==> config.mk <==
export PLATFORM = sky130hd
export DESIGN_NAME = edoPageSeq
export DESIGN_NICKNAME = d
export VERILOG_FILES = /design/src/rtl/edoSeqPkg.sv /design/src/rtl/edoSeqCtrl.sv /design/src/rtl/edoSeqData.sv /design/src/rtl/edoPageSeq.sv
export SDC_FILE = /design/constraint.sdc
export NUM_CORES = 1
export LEC_CHECK = 0
export ABC_AREA = 1
export CAP_MARGIN = 5
export CORE_MARGIN = 1
export CORE_UTILIZATION = 25
export DETAILED_ROUTE_END_ITERATION = 16
export PLACE_DENSITY_LB_ADDON = 0.1
export SLEW_MARGIN = 20
export SYNTH_ARGS = -nofsm -noshare
export SYNTH_HDL_FRONTEND = slang
export SYNTH_HIERARCHICAL = 1
export SYNTH_SLANG_ARGS = --single-unit
==> constraint.sdc <==
create_clock -name clk -period 1.9 [get_ports clk]
set_input_delay 0.475 -clock clk [delete_from_list [all_inputs] [get_ports clk]]
set_output_delay 0.475 -clock clk [all_outputs]
set_load 0.02 [all_outputs]
==> src/rtl/edoSeqPkg.sv <==
package edoSeqPkg;

  typedef enum logic [2:0] {
    S_IDLE,
    S_ACT,
    S_OPEN,
    S_TURN,
    S_CASLO,
    S_CASHI,
    S_HOLD,
    S_PRE
  } seqState_t;

  // strobes from control to datapath
  typedef struct packed {
    logic latchRow;
    logic latchCol;
    logic selRow;
    logic driveDq;
    logic capture;
  } dpCtrl_t;

  function automatic int ceilDiv(input int num, input int den);
    return (num + den - 1) / den;
  endfunction

  function automatic int maxInt(input int a, input int b);
    return (a > b) ? a : b;
  endfunction

endpackage

==> src/rtl/edoSeqCtrl.sv <==
module edoSeqCtrl
  import edoSeqPkg::*;
#(
  parameter int CL   = 1,
  parameter int CHR  = 4,
  parameter int CHW  = 2,
  parameter int WHZ  = 1,
  parameter int RCD  = 2,
  parameter int RP   = 4,
  parameter int RH   = 4,
  parameter int RASP = 12500
) (
  input  logic    clk,
  input  logic    rstN,
  input  logic    req,
  input  logic    we,
  input  logic    rowHit,
  output logic    ready,
  output logic    rasN,
  output logic    casN,
  output logic    weN,
  output dpCtrl_t dp
);

  localparam int MAXC      = maxInt(maxInt(maxInt(CL, CHR), maxInt(CHW, WHZ)),
                                    maxInt(maxInt(RCD, RP), RH));
  localparam int CNT_W     = $clog2(MAXC + 1);
  localparam int GUARD     = 2 + WHZ + CL + CHR + RH;
  localparam int RAS_LIMIT = RASP - GUARD;
  localparam int RASCNT_W  = $clog2(RASP + 1);
  localparam bit HAS_TURN  = (WHZ > 0);

  seqState_t             state, nextState;
  logic [CNT_W-1:0]      cnt, nextCnt;
  logic [RASCNT_W-1:0]   rasCnt;
  logic                  opWe;
  logic                  lastRead;
  logic                  expire;
  logic                  accept;

  assign expire = (rasCnt > RASCNT_W'(RAS_LIMIT));

  always_comb begin
    nextState = state;
    nextCnt   = (cnt == '0) ? '0 : cnt - 1'b1;
    dp        = '0;
    rasN      = 1'b1;
    casN      = 1'b1;
    weN       = 1'b1;
    ready     = 1'b0;
    accept    = 1'b0;
    unique case (state)
      S_IDLE: begin
        if (req) begin
          dp.latchRow = 1'b1;
          nextState   = S_ACT;
          nextCnt     = CNT_W'(RCD - 1);
        end
      end
      S_ACT: begin
        rasN      = 1'b0;
        dp.selRow = 1'b1;
        if (cnt == '0) nextState = S_OPEN;
      end
      S_OPEN: begin
        rasN = 1'b0;
        if (req && rowHit && !expire) begin
          ready       = 1'b1;
          accept      = 1'b1;
          dp.latchCol = 1'b1;
          if (HAS_TURN && we && lastRead) begin
            nextState = S_TURN;
            nextCnt   = CNT_W'(maxInt(WHZ, 1) - 1);
          end else begin
            nextState = S_CASLO;
            nextCnt   = CNT_W'(CL - 1);
          end
        end else begin
          nextState = S_HOLD;
          nextCnt   = CNT_W'(RH - 1);
        end
      end
      S_TURN: begin
        rasN = 1'b0;
        weN  = 1'b0;
        if (cnt == '0) begin
          nextState = S_CASLO;
          nextCnt   = CNT_W'(CL - 1);
        end
      end
      S_CASLO: begin
        rasN       = 1'b0;
        casN       = 1'b0;
        weN        = !opWe;
        dp.driveDq = opWe;
        if (cnt == '0) begin
          nextState = S_CASHI;
          nextCnt   = opWe ? CNT_W'(CHW - 1) : CNT_W'(CHR - 1);
        end
      end
      S_CASHI: begin
        rasN = 1'b0;
        if (cnt == '0) begin
          nextState  = S_OPEN;
          dp.capture = !opWe;
        end
      end
      S_HOLD: begin
        rasN = 1'b0;
        if (cnt == '0) begin
          nextState = S_PRE;
          nextCnt   = CNT_W'(RP - 1);
        end
      end
      S_PRE: begin
        if (cnt == '0) nextState = S_IDLE;
      end
    endcase
  end

  always_ff @(posedge clk or negedge rstN) begin
    if (!rstN) begin
      state    <= S_IDLE;
      cnt      <= '0;
      rasCnt   <= '0;
      opWe     <= 1'b0;
      lastRead <= 1'b0;
    end else begin
      state  <= nextState;
      cnt    <= nextCnt;
      rasCnt <= rasN ? '0 : rasCnt + 1'b1;
      if (accept) opWe <= we;
      if (state == S_ACT) lastRead <= 1'b0;
      else if (state == S_CASHI && cnt == '0) lastRead <= !opWe;
    end
  end

endmodule

==> src/rtl/edoSeqData.sv <==
module edoSeqData
  import edoSeqPkg::*;
#(
  parameter int ROW_W  = 11,
  parameter int COL_W  = 10,
  parameter int DATA_W = 32,
  parameter int ADDR_W = 11
) (
  input  logic              clk,
  input  logic              rstN,
  input  dpCtrl_t           dp,
  input  logic [ROW_W-1:0]  row,
  input  logic [COL_W-1:0]  col,
  input  logic [DATA_W-1:0] wdata,
  input  logic [DATA_W-1:0] dqIn,
  output logic              rowHit,
  output logic [ADDR_W-1:0] addr,
  output logic [DATA_W-1:0] dqOut,
  output logic              dqOe,
  output logic [DATA_W-1:0] rdata,
  output logic              rvalid
);

  logic [ROW_W-1:0]  openRow;
  logic [COL_W-1:0]  colReg;
  logic [DATA_W-1:0] wdataReg;

  always_ff @(posedge clk or negedge rstN) begin
    if (!rstN) begin
      openRow  <= '0;
      colReg   <= '0;
      wdataReg <= '0;
      rdata    <= '0;
      rvalid   <= 1'b0;
    end else begin
      if (dp.latchRow) openRow <= row;
      if (dp.latchCol) begin
        colReg   <= col;
        wdataReg <= wdata;
      end
      if (dp.capture) rdata <= dqIn;
      rvalid <= dp.capture;
    end
  end

  assign rowHit = (row == openRow);
  assign addr   = dp.selRow ? ADDR_W'(openRow) : ADDR_W'(colReg);
  assign dqOut  = wdataReg;
  assign dqOe   = dp.driveDq;

endmodule

==> src/rtl/edoPageSeq.sv <==
module edoPageSeq
  import edoSeqPkg::*;
#(
  parameter int ROW_W      = 11,
  parameter int COL_W      = 10,
  parameter int DATA_W     = 32,
  parameter int CLK_NS     = 10,
  parameter int T_CAS_NS   = 10,
  parameter int T_PAGE_NS  = 25,
  parameter int T_CPA_NS   = 35,
  parameter int T_RHOLD_NS = 35,
  parameter int T_WHZ_NS   = 10,
  parameter int T_RCD_NS   = 20,
  parameter int T_RP_NS    = 40,
  parameter int T_RASP_NS  = 125000,
  localparam int ADDR_W    = (ROW_W > COL_W) ? ROW_W : COL_W
) (
  input  logic              clk,
  input  logic              rstN,
  input  logic              req,
  input  logic              we,
  input  logic [ROW_W-1:0]  row,
  input  logic [COL_W-1:0]  col,
  input  logic [DATA_W-1:0] wdata,
  output logic              ready,
  output logic [DATA_W-1:0] rdata,
  output logic              rvalid,
  output logic              rasN,
  output logic              casN,
  output logic              weN,
  output logic [ADDR_W-1:0] addr,
  output logic [DATA_W-1:0] dqOut,
  output logic              dqOe,
  input  logic [DATA_W-1:0] dqIn
);

  localparam int CL_CYC   = maxInt(ceilDiv(T_CAS_NS, CLK_NS), 1);
  localparam int HPC_CYC  = ceilDiv(T_PAGE_NS, CLK_NS);
  localparam int CPA_CYC  = ceilDiv(T_CPA_NS, CLK_NS);
  localparam int CHR_CYC  = maxInt(maxInt(HPC_CYC - CL_CYC, CPA_CYC), 1);
  localparam int CHW_CYC  = maxInt(HPC_CYC - CL_CYC, 1);
  localparam int WHZ_CYC  = ceilDiv(T_WHZ_NS, CLK_NS);
  localparam int RCD_CYC  = maxInt(ceilDiv(T_RCD_NS, CLK_NS), 1);
  localparam int RP_CYC   = maxInt(ceilDiv(T_RP_NS, CLK_NS), 1);
  localparam int RH_CYC   = maxInt(ceilDiv(T_RHOLD_NS, CLK_NS), 1);
  localparam int RASP_CYC = T_RASP_NS / CLK_NS;

  dpCtrl_t dpStrobe;
  logic    rowHit;

  edoSeqCtrl #(
    .CL  (CL_CYC),
    .CHR (CHR_CYC),
    .CHW (CHW_CYC),
    .WHZ (WHZ_CYC),
    .RCD (RCD_CYC),
    .RP  (RP_CYC),
    .RH  (RH_CYC),
    .RASP(RASP_CYC)
  ) u_ctrl (
    .clk   (clk),
    .rstN  (rstN),
    .req   (req),
    .we    (we),
    .rowHit(rowHit),
    .ready (ready),
    .rasN  (rasN),
    .casN  (casN),
    .weN   (weN),
    .dp    (dpStrobe)
  );

  edoSeqData #(
    .ROW_W (ROW_W),
    .COL_W (COL_W),
    .DATA_W(DATA_W),
    .ADDR_W(ADDR_W)
  ) u_data (
    .clk   (clk),
    .rstN  (rstN),
    .dp    (dpStrobe),
    .row   (row),
    .col   (col),
    .wdata (wdata),
    .dqIn  (dqIn),
    .rowHit(rowHit),
    .addr  (addr),
    .dqOut (dqOut),
    .dqOe  (dqOe),
    .rdata (rdata),
    .rvalid(rvalid)
  );

endmodule

; Word-level counts from Yosys, hierarchy flattened
; Index checks and enable logic that the tools add are counted.
[word_totals]
ff_bits = 108
latch_bits = 0
mem_bits_rw = 0
mem_bits_ro = 0
inputBits = 89
output_inout_bits = 81
word_cells = 71
n_memories = 0
[op_classes]
addsub = 2
mul = 0
div_mod_pow = 0
n_lt_le_gt_ge = 1
n_eq_ne = 14
shift = 0
n_mux = 32
bitwise = 0
n_reduce_logical = 12
[op_table]
columns = operator, count
row1 = $mux W3, 13
row2 = $pmux W3 S7, 1
row3 = $pmux W3 S5, 1
row4 = $add A14 B1 Y14 const B, 1
row5 = $gt A14 B14 Y1 const B, 1
row6 = $mux W14, 1
row7 = $eq A3 B3 Y1 const B, 4
row8 = $mux W1, 12
row9 = $eq A11 B11 Y1, 1
row10 = $mux W11, 1
row11 = $ne A2 B1 Y1 const B, 5
row12 = $eq A3 B2 Y1 const B, 2
row13 = $logic_not A3 Y1, 2
row14 = $reduce_and A6 Y1, 1
row15 = $reduce_or A6 Y1, 1
row16 = $logic_and A1 B1 Y1, 4
row17 = $mux W2, 2
row18 = $eq A3 B1 Y1 const B, 1
row19 = $sub A3 B1 Y3 const B, 1
row20 = $logic_not A1 Y1, 2
row21 = $ne A2 B2 Y1 const B, 1
row22 = $pmux W1 S2, 1
row23 = $reduce_bool A2 Y1, 1
row24 = $reduce_or A2 Y1, 1

; Longest topological paths before layout
; Gate-level depths: netlist of run 1.
[depth]
ltp_word = 5
depth_mapped = 16
depth_no_buf = 14

; By module
; The synthesis of run 1 kept the hierarchy.
[modules_own_cells]
columns = module, n_inst, cells_each, area_per_inst_um2
row1 = edoSeqData, 1, 274, 3764.9
row2 = edoSeqCtrl, 1, 181, 1307.5

; Worst setup path before layout of run 1
; Ideal clock, no wire load.
[synth_timing]
path_kind = input to register
start = in row[9]
end = reg u_data.wdataReg[10], in the netlist u_data/dqOut[10]
setup_ns = 0.125
arrival_ns = 2.081
path_slack_ns = -0.306
stages = 15
path_cell_list = inv_1 > nand2_1 > nand2_1 > nand2_1 > nor2_1 > nand2_1 > nor2_1 > nand2_1 > a21oi_1 > nand2_1 > nor2_4 > buf_4 > buf_6 > buf_12 > mux2_4
[synth_via]
elab_chain_len = 5
[synth_lines]
columns = element, line
row1 = from (decl), edoPageSeq.sv:22  ; input logic [ROW_W-1:0] row,
row2 = $eq A11 B11 Y1, edoSeqData.sv:46  ; assign rowHit = (row == openRow);
row3 = named net rowHit, edoPageSeq.sv:49  ; logic rowHit;
row4 = $logic_and A1 B1 Y1 (2 in series), edoSeqCtrl.sv:67  ; if (req && rowHit && !expire) begin
row5 = $mux W1 (2 in series), -
row6 = named net ready, edoPageSeq.sv:25  ; output logic ready,
row7 = to (signal assigned), edoSeqData.sv:39  ; wdataReg <= wdata;
row8 = to (decl), edoSeqData.sv:26  ; logic [DATA_W-1:0] wdataReg;
; The timed path passes the listed nets, and every way through them passes these cells.
; A chain may end at the register's enable or synchronous reset.

; Final worst setup path of run 1
[layout_timing]
start = reg u_data.openRow[5]
end = out ready
[layout_via]
elab_chain_len = 5
[layout_lines]
columns = element, line
row1 = from (decl), edoSeqData.sv:24  ; logic [ROW_W-1:0] openRow;
row2 = from (signal assigned), edoSeqData.sv:36  ; if (dp.latchRow) openRow <= row;
row3 = $eq A11 B11 Y1, edoSeqData.sv:46
row4 = named net rowHit, edoPageSeq.sv:49
row5 = $logic_and A1 B1 Y1 (2 in series), edoSeqCtrl.sv:67
row6 = $mux W1, edoSeqCtrl.sv:67
row7 = $mux W1, edoSeqCtrl.sv:52  ; unique case (state)
row8 = to (decl), edoPageSeq.sv:25
; The timed path passes the listed nets, and every way through them passes these cells.

==> metrics.sh, run 1 <==
TIMING.CLOCK.SKEW_NS=0.00744
STD_CELL_ROWS=51
FINALNETCOUNT=793
PLACE.PORT_BUFFERS=169
DRIVE_ABOVE_1_SHARE_PCT=34.5
CRITPATHLAUNCH='u_data/openRow[5]'
SETUP.WORST_PATH.CLASS='reg -> out'
SYNTH_SEQ_AREA_SHARE_PCT=53.3
CP_DATA_ARRIVAL_TIME_NS=1.82
POSTSYNTHCELLCOUNT=455
HOLDBUFCOUNTCTS=0
MAXSLEWVIOLCOUNT=0
R2R_SETUP_SLACK_NS=-0.33
CELLPOWERDENSITY_nW_PER_UM2=944
TOTAL_LEAKAGE_POWER_nW=3.91
SEQPWRFRAC_PCT=34.1
SYNTH_CELL_TYPE_COUNT=29
POST_SYNTH.CELL_AREA_AVG_UM2=11.1
YOSYSWARNINGCOUNT=6
PLACEDCELLCOUNT=921
SYN-CELL-AREA_UM2=5070
STATUS='finished, violations left'
GLOBALROUTE.TOTALOVERFLOW=0
CTS.REPORTEDPATHS.CLKPINSLEW_NS=0.08
COMB_POWER_SHARE_PCT=42.7
VIAS_IN_THE_FIRST_GLOBAL_ROUTE=4207
SYNTH_NETS=548
FINALWIRELENGTH_MM=13.9
DIE_AREA_UM2=20900
CTS_SINK_CNT=108
SYNTH-SEQ-CELLS=108
FINAL.SETUP.WORST_SLACK_NS=-0.398
GRT_PASS1_WL_MM=21.8
CLOCK_TREE.ROOT_CELL='sky130_fd_sc_hd__clkbuf_16'
NUM_VIAS=4003
SWITCHING_SHARE_PCT=34.0
DRT-VIAS-PER-INSTANCE=4.13
TIMING_HOLD_VIOLATIONS_FINAL=0
TIGHTESTPINTRANSITION_NS=0.354
FINAL_ESTIMATED_ROUTING_CONGESTION_IN_GLOBAL_PLACEMENT=0.795
POST-ROUTE-UTIL_PCT=42.6
AREA_GROWTH_PCT=64.9
CTS_HTREE_LEVELS=3
CRITICAL_PATH.ENDPOINT_TYPE='primary output'
TRACK_USAGE_PCT=13.7
TIMING.CRITICAL_PATH.FROM_TYPE='register'
POST_LAYOUT_NONFILLER_INSTANCES=970
TIMING.RR.START='u_data/openRow[5]'
MAX_FREQ_MHz=435
ANTENNA_CELLS_INSERTED=0
TIMING.MAX_SLEW.REL_SLACK_PCT=76.4
GRTUSAGEMET3_PCT=3.51
DETAILEDROUTE.FIRSTITERATIONVIOLATIONS=101
DETAILEDROUTE.FIRSTPASSITERATIONCOUNT=4
GRT_MAX_DEGREE=64
DPL.HPWL_MM=9.83
CRIT_FANOUT=3
TIMING.CRITICAL_PATH.REQUIRED_NS=1.42
DETAIL_ROUTE.DRC_VIOLATIONS=0
EFFECTIVE_UTILIZATION_AT_FLOORPLAN_PCT=25.8
WORST_HOLD_PATH_TYPE='in -> async'
WORST_SKEW_PAIR.LATE_LATENCY_NS=0.35
CLKPWRFRAC_PCT=23.2
GROUTE.LAYER.MET1.USAGE_PCT=16.6
DIE_HEIGHT_UM=144
MAX_CAP_VIOLATIONS=0
FINAL_TOTAL_POWER_mW=7.90
MIN_PERIOD_OVER_PERIOD_PCT=121
FINAL_NUMBER_OF_SETUP_VIOLATING_ENDPOINTS=59
CORE_AREA_UM2=19700
FINAL.MIN_CLOCK_PERIOD_NS=2.30
FAILED_CHECKS='setup timing'
ROUTED_WIRE_LENGTH_PER_INSTANCE_UM=14.3
CTS-BUFFERS-INSERTED=9
DIEWIDTH_UM=144
UNREPAIRED_SETUP_ENDPOINTS_AFTER_GLOBAL_ROUTING='true'
CTS_TREE='yes'
GR-MAX-USAGE-LAYER='met2'
IO_PINS=170
ROUTE.ANTENNA.REMAINING_NETS=0
PEAK_SUPPLY_DROP_uV=529
CLOCKBUFFERDEPTH=2
FIN_TNS_SETUP_NS=-14.73
MET2_TRACK_DEMAND_OVER_RESOURCE_PCT=23.4
GRT_ANTENNA_BEFORE_REPAIR=0
CELLINTERNALPOWER_mW=5.21
NET-SWITCHING-POWER_mW=2.68
==> sequential cells by signal (all words and copies together) (netlist names) <==
register / count
u_ctrl/state: 3
u_data/rdata: 32
u_ctrl/cnt: 3
u_data/rvalid: 1
u_ctrl/rasCnt: 14
u_ctrl/opWe: 1
u_data/colReg: 10
u_data/dqOut: 32
u_ctrl/lastRead: 1
u_data/openRow: 11
==> path summary, 6_finish.rpt <==
check,end,cells after the start
max,ready,12
max in group asynchronous,u_ctrl/state[2],2
min,u_data/dqOut[1],2
min in group clk,u_data/openRow[0],3
min reg2reg,u_data/rdata[28],1
max reg2reg,u_data/dqOut[22],15
==> timing repair <==
item,4_1_cts,5_1_grt
pin swaps,14,20
cloned,6,1
setup buffers,21,18
endpoints found under the setup margin,59,63
gates resized for setup,166,44
hold endpoints to repair,0,0
==> power by group through the flow <==
| stage | Sequential, mW | Clock [mW] | Combinational, mW |
|---|---|---|---|
| CTS | 2.67 | 1.94 | 3.10 |
| finish | 2.69 | 1.83 | 3.37 |
| floorplan | 2.71 | 0 | 1.16 |
| global route | 2.71 | 2.01 | 3.70 |
| global placement | 2.70 | 0 | 2.47 |
| detailed placement | 2.70 | 0 | 2.47 |
==> cell usage in the layout (no fill, tap or decap), types with 6 or more instances in the layout <==
cell / count
sky130_fd_sc_hd__nand2_1: 68
sky130_fd_sc_hd__o21ai_2: 6
sky130_fd_sc_hd__buf_12: 9
sky130_fd_sc_hd__buf_6: 28
sky130_fd_sc_hd__clkdlybuf4s50_1: 141
sky130_fd_sc_hd__nor2_1: 30
sky130_fd_sc_hd__nor2_4: 9
sky130_fd_sc_hd__inv_1: 43
sky130_fd_sc_hd__mux2_4: 60
sky130_fd_sc_hd__nand2_4: 9
sky130_fd_sc_hd__nand2_2: 8
sky130_fd_sc_hd__a21oi_1: 7
sky130_fd_sc_hd__nand3_1: 10
sky130_fd_sc_hd__inv_2: 12
sky130_fd_sc_hd__o21ai_0: 24
sky130_fd_sc_hd__buf_4: 53
sky130_fd_sc_hd__mux2_2: 10
sky130_fd_sc_hd__clkbuf_16: 10
sky130_fd_sc_hd__o21ai_1: 6
sky130_fd_sc_hd__dlygate4sd2_1: 11
sky130_fd_sc_hd__dfrtp_1: 107
==> cell usage after synthesis (all sizes together) <==
master	n	area share [%]
a21oi	8	0.79
and3	1	0.12
buf	14	3.0
clkbuf	2	0.15
dfrtp	108	53
ha	4	0.99
inv	56	4.1
mux2	70	20
nand2	85	6.3
nand3	14	1.7
nand4	1	0.12
nor2	40	3.3
nor3	5	0.91
o211ai	1	0.15
o21ai	39	3.8
xnor2	2	0.35
xor2	5	0.86
==> critical path, cell delays in order, from the launching register on <==
cell and delay, ns:
sky130_fd_sc_hd__dfrtp_1 0.40, sky130_fd_sc_hd__inv_1 0.08, sky130_fd_sc_hd__nand2_1 0.05, sky130_fd_sc_hd__nand2_1 0.06
sky130_fd_sc_hd__nand2_1 0.06, sky130_fd_sc_hd__nor2_1 0.11, sky130_fd_sc_hd__nand2_1 0.07, sky130_fd_sc_hd__nor2_1 0.09
sky130_fd_sc_hd__nand2_1 0.07, sky130_fd_sc_hd__a21oi_2 0.15, sky130_fd_sc_hd__nand2_2 0.09, sky130_fd_sc_hd__nor2_4 0.10
sky130_fd_sc_hd__buf_6 0.14
==> cells by family after synthesis <==
| kind of cell | Yosys count | share of synthesized area (%) |
|---|---|---|
| flip-flops | 108 | 53.3 |
| adder cells (fa/ha/maj) | 4 | 0.987 |
| AND/OR/NAND/NOR | 146 | 12.5 |
| buffers and inverters | 72 | 7.28 |
| XOR/XNOR | 7 | 1.21 |
| AO/OA/AOI/OAI | 48 | 4.79 |
| multiplexers | 70 | 20.0 |
==> routing by layer <==
metal  up-vias  routed length (µm)
met5         -                   0
met4         0                 277
met3        14                 752
met2       101                6860
met1      1929                5990
li1       1959                   -
==> area by class of cell <==
class | instances | area [µm²]
Timing Repair Buffer | 250 | 2610
Sequential cell | 108 | 2700
Clock inverter | 6 | 53.8
Multi-Input combinational cell | 275 | 2220
Tap cell | 265 | 332
Fill cell | 1936 | 11300
Clock buffer | 10 | 229
Inverter | 56 | 213
==> through the flow <==
step	hold WS [ns]	setup WS [ns]	cell area (µm²)
floorplan	0.179	-0.230	5090
global placement	0.493	-0.785	7390
detailed placement	0.491	-0.817	7390
CTS	0.102	-0.433	8160
global route	0.116	-0.570	8370
finish	0.0991	-0.398	8370
Power figures use the tool's default switching activity.
==> run 2: changes to the inputs <==
- CAP_MARGIN: 5 -> 20
- HOLD_SLACK_MARGIN: unset -> 0.15
==> run 2 against run 1 <==
Compared with the run above:
- hold slack improved by 0.40 ns
- the run still ends with setup timing left
- power barely moved
- core utilization rose by 0.051 points
- register-to-register slack barely moved
- via count rose by 0.25%
- critical endpoint unchanged
- sequential cell count did not move
- final cell count rose by 0.10%
==> metrics.sh, run 2 (synthesis results as in run 1) <==
WORST_HOLD_PATH_TYPE='in -> reg'
PRECTSSETUPSLACK_NS=-0.817
PLACE.PORT_BUFFERS=169
DRT-VIAS-PER-INSTANCE=4.13
FINAL_NUMBER_OF_SETUP_VIOLATING_ENDPOINTS=59
CTS_SINK_CNT=108
STATUS='finished, violations left'
GLOBALROUTE.TOTALOVERFLOW=0
TIMING_HOLD_VIOLATIONS_FINAL=0
MIN_PERIOD_OVER_PERIOD_PCT=121
CTS_HTREE_LEVELS=3
PEAK_SUPPLY_DROP_uV=529
CTS-BUFFERS-INSERTED=9
CORE_AREA_UM2=19700
DPL.HPWL_MM=9.83
CRIT_FANOUT=3
FINAL.MIN_CLOCK_PERIOD_NS=2.30
DETAILEDROUTE.FIRSTPASSITERATIONCOUNT=6
FINALWIRELENGTH_MM=13.9
DRIVE_ABOVE_1_SHARE_PCT=34.4
FAILED_CHECKS='setup timing'
FINALNETCOUNT=794
DIE_HEIGHT_UM=144
DIEWIDTH_UM=144
CELL_BY_CELL_LISTING_OF_THE_CRITICAL_PATH='inv_1, nand2_1, nand2_1, nand2_1, nor2_1, nand2_1, nor2_1, nand2_1, a21oi_2, nand2_2, nor2_4, buf_6'
CELLPOWERDENSITY_nW_PER_UM2=943
MAX_FREQ_MHz=435
GRT_ANTENNA_BEFORE_REPAIR=0
DIE_AREA_UM2=20900
MAX_CAP_VIOLATIONS=0
CRIT_TOP_CELL='sky130_fd_sc_hd__nand2_1'
UNREPAIRED_SETUP_ENDPOINTS_AFTER_GLOBAL_ROUTING='true'
CLOCKBUFFERDEPTH=2
TIMING.CRITICAL_PATH.SLOWEST_CELL_DELAY_NS=0.40
FINAL.SETUP.WORST_SLACK_NS=-0.398
TRACK_USAGE_PCT=13.7
ROUTED_WIRE_LENGTH_PER_INSTANCE_UM=14.3
CTS_TREE='yes'
STD_CELL_ROWS=51
MAXSLEWVIOLCOUNT=0
CP_DATA_ARRIVAL_TIME_NS=1.82
VIAS_IN_THE_FIRST_GLOBAL_ROUTE=4207
CTS.REPORTEDPATHS.CLKPINSLEW_NS=0.07
TIMING.CRITICAL_PATH.REQUIRED_NS=1.42
R2R_SETUP_SLACK_NS=-0.33
GRT_PASS1_WL_MM=21.8
DETAILEDROUTE.FIRSTITERATIONVIOLATIONS=117
FINAL_CELL_MIX='141 x sky130_fd_sc_hd__clkdlybuf4s50_1, 107 x sky130_fd_sc_hd__dfrtp_1, 68 x sky130_fd_sc_hd__nand2_1'
TIGHTESTPINTRANSITION_NS=0.354
SLOWEST_STAGE='sky130_fd_sc_hd__dfrtp_1'
TIMING.CLOCK.SKEW_NS=0.00744
FINAL_ESTIMATED_ROUTING_CONGESTION_IN_GLOBAL_PLACEMENT=0.795
CLOCK_TREE.ROOT_CELL='sky130_fd_sc_hd__clkbuf_16'
IO_PINS=170
EFFECTIVE_UTILIZATION_AT_FLOORPLAN_PCT=25.8
NUM_VIAS=4013
ROUTE.ANTENNA.REMAINING_NETS=0
DETAIL_ROUTE.DRC_VIOLATIONS=0
TIMING.CRITICAL_PATH.FROM_TYPE='register'
WORST_SKEW_PAIR.LATE_LATENCY_NS=0.35
CRITICAL_PATH.ENDPOINT_TYPE='primary output'
AREA_GROWTH_PCT=65.1
ANTENNA_CELLS_INSERTED=0
PLACEDCELLCOUNT=921
POST_LAYOUT_NONFILLER_INSTANCES=971
SETUP.WORST_PATH.CLASS='reg -> out'
LAYOUT_COMMONEST_CELL='sky130_fd_sc_hd__clkdlybuf4s50_1'
GRT_MAX_DEGREE=64
TIMING.MAX_SLEW.REL_SLACK_PCT=76.4
TOTAL_LEAKAGE_POWER_nW=3.91
==> run 2: area by class of cell <==
type	instances	area [µm²]
clock inverters	6	53.8
fillers	1936	11300
inverters	56	213
flip-flops and latches	108	2700
multi-input cells	275	2220
clock buffers	10	229
well taps	265	332
repair buffers	251	2620
==> run 2: final timing paths <==
path,from,end,cells past startpoint
worst min-delay path,row[0],u_data/openRow[0],3
min in group asynchronous,rstN,u_data/dqOut[1],3
max in group asynchronous,rstN,u_ctrl/state[2],3
worst max-delay path,u_data/openRow[5],ready,12
worst max register to register,u_data/openRow[5],u_data/dqOut[22],15
worst min register to register,u_data/rdata[28],u_data/rdata[28],1
==> run 2: what timing repair did <==
| action | 4_1_cts | 5_1_grt |
|---|---|---|
| setup endpoints to repair | 59 | 63 |
| gates resized for setup | 166 | 44 |
| endpoints found under the hold margin | 71 | 0 |
| setup buffers | 21 | 18 |
| cloned | 6 | 1 |
| hold buffers | 1 | 0 |
| pin swaps | 14 | 20 |
==> run 2: per-layer routing <==
metal / track usage (%) / vias up / routed length [µm]
li1: - / 1962 / -
met1: 16.6 / 1933 / 6000
met2: 23.4 / 104 / 6860
met3: 3.48 / 14 / 741
met4: 5.21 / 0 / 277
met5: 0 / - / 0
==> run 2: worst max-delay path: cells and delay by family, from the launching register on <==
family          cells  cell delay, ns
flops               1            0.40
compound gates      1            0.15
simple gates        9            0.70
buf+inv             2            0.22
==> run 2: report_power, final <==
part	switching [mW]	total (mW)	internal [mW]
logic	1.59	3.38	1.79
registers	0.180	2.69	2.51
clock network	0.916	1.83	0.918
==> run 2: stage by stage <==
stage	instance area, µm²	utilization, %	hold slack (ns)	setup TNS [ns]	power (mW)
global route	8380	42.6	0.518	-23.55	8.43
finish	8380	42.6	0.503	-14.76	7.90
detailed placement	7390	37.6	0.491	-41.22	5.17
global placement	7390	37.6	0.493	-40.31	5.17
CTS	8170	41.6	0.489	-17.32	7.72
floorplan	5090	-	0.179	-8.49	3.87
==> run 3: changes to the inputs <==
- CORE_MARGIN: 1 -> 2
==> run 3 against run 2 <==
Compared with the run above:
- the run still ends with setup timing left
- fmax fell by 0.36%
- combinational power barely moved
- critical path depth did not move
- non-clock buffer count fell by 7
- global-route usage fell by 0.74 points
- first-iteration DRC count fell by 18%
==> metrics.sh, run 3 (synthesis results as in run 1) <==
DIE_HEIGHT_UM=146
DETAIL_ROUTE.DRC_VIOLATIONS=0
FINAL_TOTAL_POWER_mW=8.00
TRACK_USAGE_PCT=13.0
TIMING.MAX_SLEW.REL_SLACK_PCT=76.1
GLOBALROUTE.TOTALOVERFLOW=0
STATUS='finished, violations left'
TIMING.CRITICAL_PATH.SLOWEST_CELL_DELAY_NS=0.41
AREA_GROWTH_PCT=63.5
ANTENNA_CELLS_INSERTED=0
DETAILEDROUTE.FIRSTITERATIONVIOLATIONS=96
CRIT_TOP_CELL='sky130_fd_sc_hd__nand2_1'
CTS-BUFFERS-INSERTED=9
DRT-VIAS-PER-INSTANCE=4.11
WORST_HOLD_PATH_TYPE='in -> reg'
MAXSLEWVIOLCOUNT=0
SWITCHING_SHARE_PCT=33.2
CP.BUFFERS_INVERTERS=2
WORST_SKEW_PAIR.LATE_LATENCY_NS=0.35
TIMING.CLOCK.SKEW_NS=0.00925
DRIVE_ABOVE_1_SHARE_PCT=32.9
VIAS_IN_THE_FIRST_GLOBAL_ROUTE=4095
CRIT_FAMILY='simple AND/OR/NAND/NOR gates'
DPL.HPWL_MM=9.37
CTS.REPORTEDPATHS.CLKPINSLEW_NS=0.08
CTS_SINK_CNT=108
IO_PINS=170
CTS_HTREE_LEVELS=3
CRITICAL_PATH.ENDPOINT_TYPE='primary output'
FAILED_CHECKS='setup timing'
UNREPAIRED_SETUP_ENDPOINTS_AFTER_GLOBAL_ROUTING='true'
TIMING.CRITICAL_PATH.FROM_TYPE='register'
PEAK_SUPPLY_DROP_uV=544
FINAL_NUMBER_OF_SETUP_VIOLATING_ENDPOINTS=59
DIE_AREA_UM2=21400
MIN_DELAY_PATH_DEPTH=3
FINAL.SETUP.WORST_SLACK_NS=-0.406
COMB_POWER_SHARE_PCT=41.9
MAX_FREQ_MHz=434
GRT_PASS1_WL_MM=22.0
CLOCK_TREE.ROOT_CELL='sky130_fd_sc_hd__clkbuf_16'
POST-ROUTE-UTIL_PCT=41.3
TIMING_HOLD_VIOLATIONS_FINAL=0
CLKPWRFRAC_PCT=24.8
CORE_AREA_UM2=20100
ROUTED_WIRE_LENGTH_PER_INSTANCE_UM=14.2
SETUP.WORST_PATH.CLASS='reg -> out'
FINAL_CELL_MIX='141 x sky130_fd_sc_hd__clkdlybuf4s50_1, 107 x sky130_fd_sc_hd__dfrtp_1, 72 x sky130_fd_sc_hd__nand2_1'
DETAILEDROUTE.FIRSTPASSITERATIONCOUNT=4
MAX_CAP_VIOLATIONS=0
WORST_R2R_PATH_DEPTH=14
DIEWIDTH_UM=146
CRIT_FANOUT=3
PLACE.PORT_BUFFERS=169
GRT_MAX_DEGREE=65
WORST-PATH-STAGES=12
SEQPWRFRAC_PCT=33.2
STD_CELL_ROWS=52
FINAL.MIN_CLOCK_PERIOD_NS=2.31
ROUTE.ANTENNA.REMAINING_NETS=0
TIGHTESTPINTRANSITION_NS=0.359
FINAL_ESTIMATED_ROUTING_CONGESTION_IN_GLOBAL_PLACEMENT=0.754
MIN_PERIOD_OVER_PERIOD_PCT=121
CELLPOWERDENSITY_nW_PER_UM2=964
CELL_BY_CELL_LISTING_OF_THE_CRITICAL_PATH='inv_1, nand2_1, nand2_1, nand2_1, nor2_1, nand2_1, nor2_1, nand2_1, a21oi_2, nand2_2, nor2_4, buf_6'
EFFECTIVE_UTILIZATION_AT_FLOORPLAN_PCT=25.2
CTS_TREE='yes'
TIMING.CRITICAL_PATH.REQUIRED_NS=1.42
FINALNETCOUNT=787
SLOWEST_STAGE='sky130_fd_sc_hd__dfrtp_1'
GRT_ANTENNA_BEFORE_REPAIR=0
CP_DATA_ARRIVAL_TIME_NS=1.83
NET-SWITCHING-POWER_mW=2.65
LAYOUT_COMMONEST_CELL='sky130_fd_sc_hd__clkdlybuf4s50_1'
NUM_VIAS=3987
CLOCKBUFFERDEPTH=2
TOTAL_LEAKAGE_POWER_nW=3.84
CELLINTERNALPOWER_mW=5.34
FINALWIRELENGTH_MM=13.8
[run 3: changes by cell type in the layout (fill, tap and decap cells not counted), sizes merged]
cell,change
bufbuf,+1
clkbuf,+2
inv,-2
bufinv,+1
buf,-10
clkinvlp,+1
[run 3: repair_timing]
| item | CTS | global route |
|---|---|---|
| hold buffers | 1 | 0 |
| hold endpoints to repair | 44 | 0 |
| pin swaps | 6 | 12 |
| gates cloned | 4 | 4 |
| resized for setup | 142 | 47 |
| buffers inserted | 21 | 13 |
| setup endpoints to repair | 59 | 92 |
[run 3: area by class of cell]
class / count / area [µm²]
sequential: 108 / 2700
fill: 1910 / 11800
tap: 270 / 338
clock inverter: 6 / 70.1
multi-input combinational: 275 / 2190
clock buffer: 10 / 239
inverter: 56 / 218
timing repair buffer: 244 / 2540
[run 3: per-layer routing]
layer | routed length, µm | GRT usage [%]
met3 | 666 | 3.62
met1 | 6430 | 16.8
met2 | 6560 | 21.7
met5 | 0 | 0
met4 | 144 | 3.06
[run 3: power groups by stage]
stage / clock, mW / sequential [mW] / combinational [mW]
global placement: 0 / 2.69 / 2.50
CTS: 2.08 / 2.67 / 3.13
finish: 1.99 / 2.66 / 3.35
global route: 2.19 / 2.69 / 3.66
detailed placement: 0 / 2.69 / 2.52
floorplan: 0 / 2.71 / 1.16
[run 3: final timing paths]
path	from	end	slack [ns]
worst min register to register	u_data/rdata[0]	u_data/rdata[0]	0.51
max in group asynchronous	rstN	u_ctrl/state[2]	0.89
worst min-delay path	row[0]	u_data/openRow[0]	0.49
min in group asynchronous	rstN	u_data/dqOut[19]	0.66
worst max-delay path	u_data/openRow[8]	ready	-0.41
worst max register to register	u_data/openRow[8]	u_data/dqOut[2]	-0.34
[run 3: tightest hold or removal path, delay by kind of cell]
kind	cells	cell delay, ns
and+or+nand+nor	1	0.05
AOI/OAI and AO/OA	1	0.06
buffers and inverters	1	0.23
[run 3: metrics by stage]
stage	cells	setup WS [ns]	setup TNS (ns)	hold slack [ns]	instance area [µm²]
2_1_floorplan	455	-0.230	-8.49	0.179	5090
3_3_place_gp	923	-0.852	-42.48	0.491	7380
3_5_place_dp	923	-0.874	-42.88	0.488	7380
4_1_cts	965	-0.458	-24.85	0.480	8060
5_1_grt	969	-0.577	-23.79	0.501	8300
6_report	969	-0.406	-14.46	0.493	8300
